## src/rtl/gpev_pkg.sv

```systemverilog
package gpev_pkg;
   localparam int DATA_W = 32;

   typedef enum logic { EDGE_ONEBIT = 1'b0, EDGE_TWOBIT = 1'b1 } edge_mode_e;
   typedef enum logic [1:0] { RO_NONE = 2'd0, RO_HIGH_PINS = 2'd1, RO_LOW_PINS = 2'd2 } ro_group_e;

   localparam logic [7:0] OFF_DIR   = 8'h00;
   localparam logic [7:0] OFF_DATA  = 8'h08;
   localparam logic [7:0] OFF_EVT   = 8'h0C;
   localparam logic [7:0] OFF_MASK  = 8'h10;
   localparam logic [7:0] OFF_CTL_A = 8'h14;
   localparam logic [7:0] OFF_CTL_B = 8'h18;

   localparam logic [1:0] CODE_BOTH = 2'd0;
   localparam logic [1:0] CODE_RISE = 2'd1;
   localparam logic [1:0] CODE_FALL = 2'd2;

   // Bit mask of pins that can never drive (pin p -> bit DATA_W-1-p)
   function automatic logic [DATA_W-1:0] ro_mask(ro_group_e grp, int cnt);
      logic [DATA_W-1:0] m;
      m = '0;
      for (int p = 0; p < DATA_W; p++) begin
         if ((grp == RO_HIGH_PINS && p >= DATA_W - cnt) || (grp == RO_LOW_PINS && p < cnt))
            m[DATA_W-1-p] = 1'b1;
      end
      return m;
   endfunction
endpackage

```

## src/rtl/gpev_sync.sv

```systemverilog
module gpev_sync #(
   parameter int W      = 32,
   parameter int STAGES = 2
) (
   input  logic         clk,
   input  logic         rst_n,
   input  logic [W-1:0] d_in,
   output logic [W-1:0] q_out
);
   logic [STAGES-1:0][W-1:0] stg_q;

   always_ff @(posedge clk or negedge rst_n) begin
      if (!rst_n) begin
         stg_q <= '0;
      end else begin
         stg_q[0] <= d_in;
         for (int s = 1; s < STAGES; s++) stg_q[s] <= stg_q[s-1];
      end
   end

   assign q_out = stg_q[STAGES-1];
endmodule

```

## src/rtl/gpev_edge.sv

```systemverilog
module gpev_edge import gpev_pkg::*; #(
   parameter int         W    = 32,
   parameter edge_mode_e MODE = EDGE_ONEBIT
) (
   input  logic         clk,
   input  logic         rst_n,
   input  logic [W-1:0] lvl,
   input  logic [W-1:0] ctl_a,
   input  logic [W-1:0] ctl_b,
   output logic [W-1:0] hit
);
   logic [W-1:0] prev_q;

   always_ff @(posedge clk or negedge rst_n) begin
      if (!rst_n) prev_q <= '0;
      else        prev_q <= lvl;
   end

   if (MODE == EDGE_ONEBIT) begin : g_tie
      logic unused_ctl_b;
      assign unused_ctl_b = ^ctl_b;
   end

   for (genvar p = 0; p < W; p++) begin : g_pin
      localparam int B = W - 1 - p;
      logic rise, fall;
      assign rise = lvl[B] & ~prev_q[B];
      assign fall = ~lvl[B] & prev_q[B];

      if (MODE == EDGE_ONEBIT) begin : g_one
         assign hit[B] = fall | (rise & ~ctl_a[B]);
      end else begin : g_two
         localparam int SH = (15 - (p % 16)) * 2;
         logic [1:0] code;
         if (p < 16) begin : g_lo
            assign code = ctl_a[SH +: 2];
         end else begin : g_hi
            assign code = ctl_b[SH +: 2];
         end
         assign hit[B] = (code == CODE_BOTH) ? (rise | fall) :
                         (code == CODE_RISE) ? rise :
                         (code == CODE_FALL) ? fall : 1'b0;
      end
   end
endmodule

```

## src/rtl/gpio_evt_ctrl.sv

```systemverilog
module gpio_evt_ctrl import gpev_pkg::*; #(
   parameter int         ADDR_W      = 8,
   parameter edge_mode_e EDGE_MODE   = EDGE_ONEBIT,
   parameter ro_group_e  RO_GROUP    = RO_HIGH_PINS,
   parameter int         RO_COUNT    = 4,
   parameter int         SYNC_STAGES = 2
) (
   input  logic              clk,
   input  logic              rst_n,
   input  logic [ADDR_W-1:0] bus_addr,
   input  logic              bus_wen,
   input  logic [31:0]       bus_wdata,
   output logic [31:0]       bus_rdata,
   input  logic [31:0]       pin_in,
   output logic [31:0]       pin_out,
   output logic [31:0]       pin_oe,
   output logic              irq
);
   localparam int           W       = DATA_W;
   localparam logic [W-1:0] RO_MASK = ro_mask(RO_GROUP, RO_COUNT);

   if (ADDR_W < 5) begin : g_chk_addr
      $error("ADDR_W must cover offset 0x18");
   end
   if (RO_COUNT < 0 || RO_COUNT > 16) begin : g_chk_ro
      $error("RO_COUNT out of range");
   end
   if (SYNC_STAGES < 2) begin : g_chk_sync
      $error("SYNC_STAGES must be at least 2");
   end

   logic [W-1:0] dir_q, lat_q, evt_q, msk_q, ctl_a_q, ctl_b_q;
   logic [W-1:0] lvl_sync, hit_vec, clr_vec, ro_vec;
   logic         wr_dir, wr_data, wr_evt, wr_mask, wr_ctl_a, wr_ctl_b;

   assign wr_dir   = bus_wen && (bus_addr == ADDR_W'(OFF_DIR));
   assign wr_data  = bus_wen && (bus_addr == ADDR_W'(OFF_DATA));
   assign wr_evt   = bus_wen && (bus_addr == ADDR_W'(OFF_EVT));
   assign wr_mask  = bus_wen && (bus_addr == ADDR_W'(OFF_MASK));
   assign wr_ctl_a = bus_wen && (bus_addr == ADDR_W'(OFF_CTL_A));
   assign wr_ctl_b = bus_wen && (bus_addr == ADDR_W'(OFF_CTL_B));
   assign clr_vec  = wr_evt ? bus_wdata : '0;
   assign ro_vec   = RO_MASK;

   gpev_sync #(.W(W), .STAGES(SYNC_STAGES)) u_sync (
      .clk   (clk),
      .rst_n (rst_n),
      .d_in  (pin_in),
      .q_out (lvl_sync)
   );

   gpev_edge #(.W(W), .MODE(EDGE_MODE)) u_edge (
      .clk   (clk),
      .rst_n (rst_n),
      .lvl   (lvl_sync),
      .ctl_a (ctl_a_q),
      .ctl_b (ctl_b_q),
      .hit   (hit_vec)
   );

   always_ff @(posedge clk or negedge rst_n) begin
      if (!rst_n) begin
         dir_q   <= '0;
         lat_q   <= '0;
         evt_q   <= '0;
         msk_q   <= '0;
         ctl_a_q <= '0;
      end else begin
         if (wr_dir)   dir_q   <= bus_wdata & ~RO_MASK;
         if (wr_data)  lat_q   <= bus_wdata;
         if (wr_mask)  msk_q   <= bus_wdata;
         if (wr_ctl_a) ctl_a_q <= bus_wdata;
         // new edges take priority over a same-cycle clear
         evt_q <= (evt_q & ~clr_vec) | hit_vec;
      end
   end

   if (EDGE_MODE == EDGE_TWOBIT) begin : g_ctl_b
      always_ff @(posedge clk or negedge rst_n) begin
         if (!rst_n)        ctl_b_q <= '0;
         else if (wr_ctl_b) ctl_b_q <= bus_wdata;
      end
   end else begin : g_no_ctl_b
      logic unused_wr_b;
      assign unused_wr_b = wr_ctl_b;
      assign ctl_b_q     = '0;
   end

   always_comb begin
      bus_rdata = '0;
      if (bus_addr == ADDR_W'(OFF_DIR))   bus_rdata = dir_q;
      if (bus_addr == ADDR_W'(OFF_DATA))  bus_rdata = (dir_q & lat_q) | (~dir_q & lvl_sync);
      if (bus_addr == ADDR_W'(OFF_EVT))   bus_rdata = evt_q;
      if (bus_addr == ADDR_W'(OFF_MASK))  bus_rdata = msk_q;
      if (bus_addr == ADDR_W'(OFF_CTL_A)) bus_rdata = ctl_a_q;
      if (bus_addr == ADDR_W'(OFF_CTL_B)) bus_rdata = ctl_b_q;
   end

   assign pin_out = lat_q;
   assign pin_oe  = dir_q;
   assign irq     = |(evt_q & msk_q);
endmodule

```

## config.mk

```make
export PLATFORM = sky130hd
export DESIGN_NAME = gpio_evt_ctrl
export DESIGN_NICKNAME = d
export VERILOG_FILES = /design/src/rtl/gpev_pkg.sv /design/src/rtl/gpev_sync.sv /design/src/rtl/gpev_edge.sv /design/src/rtl/gpio_evt_ctrl.sv
export SDC_FILE = /design/constraint.sdc
export NUM_CORES = 1
export LEC_CHECK = 0
export ABC_AREA = 1
export BUFFER_PORTS_ARGS = -buffer_cell sky130_fd_sc_hd__buf_2
export CORE_MARGIN = 5
export CORE_UTILIZATION = 55
export DETAILED_ROUTE_END_ITERATION = 12
export PLACE_DENSITY = 0.75
export SLEW_MARGIN = 15
export SYNTH_ARGS = -nofsm -noshare
export SYNTH_HDL_FRONTEND = slang
export SYNTH_SLANG_ARGS = --single-unit
```

## constraint.sdc

```tcl
create_clock -name clk -period 1.9 [get_ports clk]
set_input_delay 0.19 -clock clk [delete_from_list [all_inputs] [get_ports clk]]
set_output_delay 0.19 -clock clk [all_outputs]
set_load 0.1 [all_outputs]
```

==> results.toml <==
[sta]
max_slew_margin = 0.649
fin_crit_ns = 1.95
clock_skew_ns = 0.0166
fin_hold_ws_ns = 0.0132
finalSetupViolations = 2
hold_viol = 0
rsz0062_at_grt = "true"
finalCritPeriodShare = 1.03
maxSlewViolCount = 0
setup_tns_ns = -0.0914
fmax_ghz = 0.512
worstMarginPinSlew_ns = 0.531
setup_slack_ns = -0.0517

[cells_and_area]
layout-drive-gt1-share = 0.312
fin_area_um2 = 14700
fillers = 1316
multi_input_area_um2 = 4000
finalNetCount = 1570
layoutNonFillerInstCount = 1781
syn2layout_area_growth_pct = 37.2
final_util = 0.762
ff_latch_area_um2 = 6370

[hold_path]
whs_endpoint = "ctl_a_q[21]"
whs_path_depth = 3
min-delay-start = "bus_wdata[21]"
min-delay-path-class = "input pin to register"

[worst_setup_path]
rr_startpoint = "evt_q[17]"
cp_num_buf_inv = 2
worst_r2r_path_depth = 4
cp_cell_sequence = "inv_2, nor2_1, nor2_1, nand3_1, nand3_2, nor2_2, nor2_4, buf_12"
cp_data_required_time_ns = 1.71
worstPathArrival_ns = 1.76
worst_setup_path_start_kind = "register"
path_max_fanout = 4
r2r-end = "evt_q[17]"
worst-setup-path-type = "register to primary output"
cp_slowest_cell = "dfrtp_2"
end_kind = "primary output"
critPathMaxStageDelay_ns = 0.43
cp_top_family = "simple AND/OR/NAND/NOR gates"
rrSetupSlack_ns = 0.93
crit_top_cell = "nor2_1"

[global_route]
grt_pass1_vias = 9400
grt_util_all_layers = 0.263
antenna_found_initial = 2
grt_remaining_overflow = 0
grt_pass1_wl_mm = 47.2
grt_max_degree = 60

[clocking]
cts_tree = "yes"
clk_pin_slew_worst_paths_ns = 0.06
cts_buffer_depth = 3
clkLatencyLatePin_ns = 0.52
htreeDepth = 1
cts_buffers = 26
clkSinkCount = 252
cts_root_buffer = "clkbuf_16"

[synthesis]
synth-seq-area-share = 0.587
synth_cell_type_count = 27
synth-async-reset-ratio = 1.00
netlist_area_um2 = 10700
ys_ff_latch = 252
synth_edf_count = 0
syn_inst = 1222
yosys_warnings = 0
avgSynthCellArea_um2 = 8.79
synthFlopType = "dfrtp_1"

[pwr]
vdd_drop_max_mv = 0.722
power_density_nw_per_um2 = 844
leakage_nw = 7.01
report.power.total_mw = 12.4

[flow_run]
cap_viol_max_count = 0

[drt]
via_per_inst = 5.23
drc_errors = 0
wire_per_inst_um = 16.4
drtAntennaViolNets = 0
drt-initial-drc-count = 547
wirelength_mm = 29.3
num_vias = 9319
dr.pass1.iters = 4

[die]
initial_core_util = 0.555
rows = 51
die_h_um = 150
coreArea_um2 = 19300
dieArea_um2 = 22400
ios = 172
chipWidth_um = 150

[placement]
dpl_worst_slack_ns = -0.0585
placed_cell_area_um2 = 12800
place_inst = 1638
place.gp.congestion = 0.800
dp_hpwl_mm = 18.4
portBuffers = 167

[status]
outcome = "finished, violations left"
failed_checks = "setup timing"
[worst max-delay path by stage]
stage	start	end	slack, ns	depth (start not counted)
3_3_place_gp	bus_addr[7]	bus_rdata[1]	0.07	10
3_5_place_dp	bus_addr[7]	evt_q[26]	-0.06	9
2_1_floorplan	pin_oe[29]	bus_rdata[29]	-0.13	6
4_1_cts	msk_q[25]	irq	-0.06	6
5_1_grt	msk_q[24]	irq	-0.13	6
6_report	pin_oe[4]	bus_rdata[4]	-0.05	8
[where the power goes]
group / internal [mW] / switching, mW / leakage (nW) / total [mW]
combinational: 0.498 / 1.12 / 3.55 / 1.62
clock: 3.00 / 2.04 / 0.435 / 5.04
sequential: 5.61 / 0.168 / 3.02 / 5.78
[kinds of logic after synthesis]
family,count (synthesis),share of synthesized area
AOI/OAI and AO/OA,196,0.0916
buffers and inverters,192,0.0787
other,1,0.000349
and+or+nand+nor,581,0.242
DFF,252,0.587
[sequential cells by signal (all words and copies together), names as in the netlist]
name	count
u_sync.stg_q	32
ctl_a_q	32
u_sync.q_out	32
u_edge.prev_q	32
pin_out	32
msk_q	32
pin_oe	28
evt_q	32
[cells in the mapped netlist, types with 2 or more instances]
cell type,n,area (um2)
buf_6,6,67.6
nor2_1,182,683
nand2_2,4,25.0
o21ai_1,64,320
inv_2,3,11.3
buf_2,26,130
nand3_1,118,591
or2_2,32,200
nand2_1,199,747
o22ai_1,2,12.5
dfrtp_1,252,6310
nand4_1,5,31.3
nand3b_1,33,248
nor2_2,2,12.5
buf_4,12,90.1
o21ai_0,129,646
inv_1,133,499
nor3_1,2,10.0
clkbuf_1,10,37.5
[cell type report]
cell class / instances / area share
Multi-Input combinational cell: 781 / 0.272
Clock buffer: 39 / 0.0537
Tap cell: 265 / 0.0225
Antenna cell: 1 / 0.000170
Clock inverter: 9 / 0.00501
Sequential cell: 252 / 0.433
Inverter: 136 / 0.0346
Timing Repair Buffer: 298 / 0.180
[worst min-delay path, delay by kind of cell]
kind	cells	cell delay (ns)
compound gates	1	0.14
buf+inv	2	0.15
[what timing repair did]
action,in CTS,in global routing
resized for setup,7,67
endpoints found under the hold margin,141,0
pin swaps,1,24
buffers inserted,8,25
setup endpoints to repair,5,33
hold buffers,61,0
[cells in the final DEF (no fill, tap or decap), types with 4 or more instances in the layout]
cell type	synthesis	routed
dfrtp_1	252	199
nand2_1	199	197
buf_2	26	133
o21ai_0	129	127
nor2_1	182	120
inv_1	133	115
nand3_1	118	106
o21ai_1	64	65
dlygate4sd3_1	0	61
buf_4	12	54
dfrtp_2	0	53
buf_12	0	46
nor2_4	1	36
nand3b_1	33	33
or2_2	32	30
nor2_2	2	29
clkbuf_16	0	27
inv_2	3	21
nand3_2	0	12
clkbuf_8	0	7
clkinv_2	0	7
nand2_2	4	6
nand4_1	5	5
clkbuf_1	10	5
conb_1	1	4
[routing by layer]
layer	wire, um	vias up	GRT usage
met3	1930	56	0.0421
li1	-	4442	-
met1	11900	4490	0.352
met4	706	2	0.0718
met5	13	-	0
met2	14700	329	0.451
No activity file was read; power rests on OpenSTA's default activity.
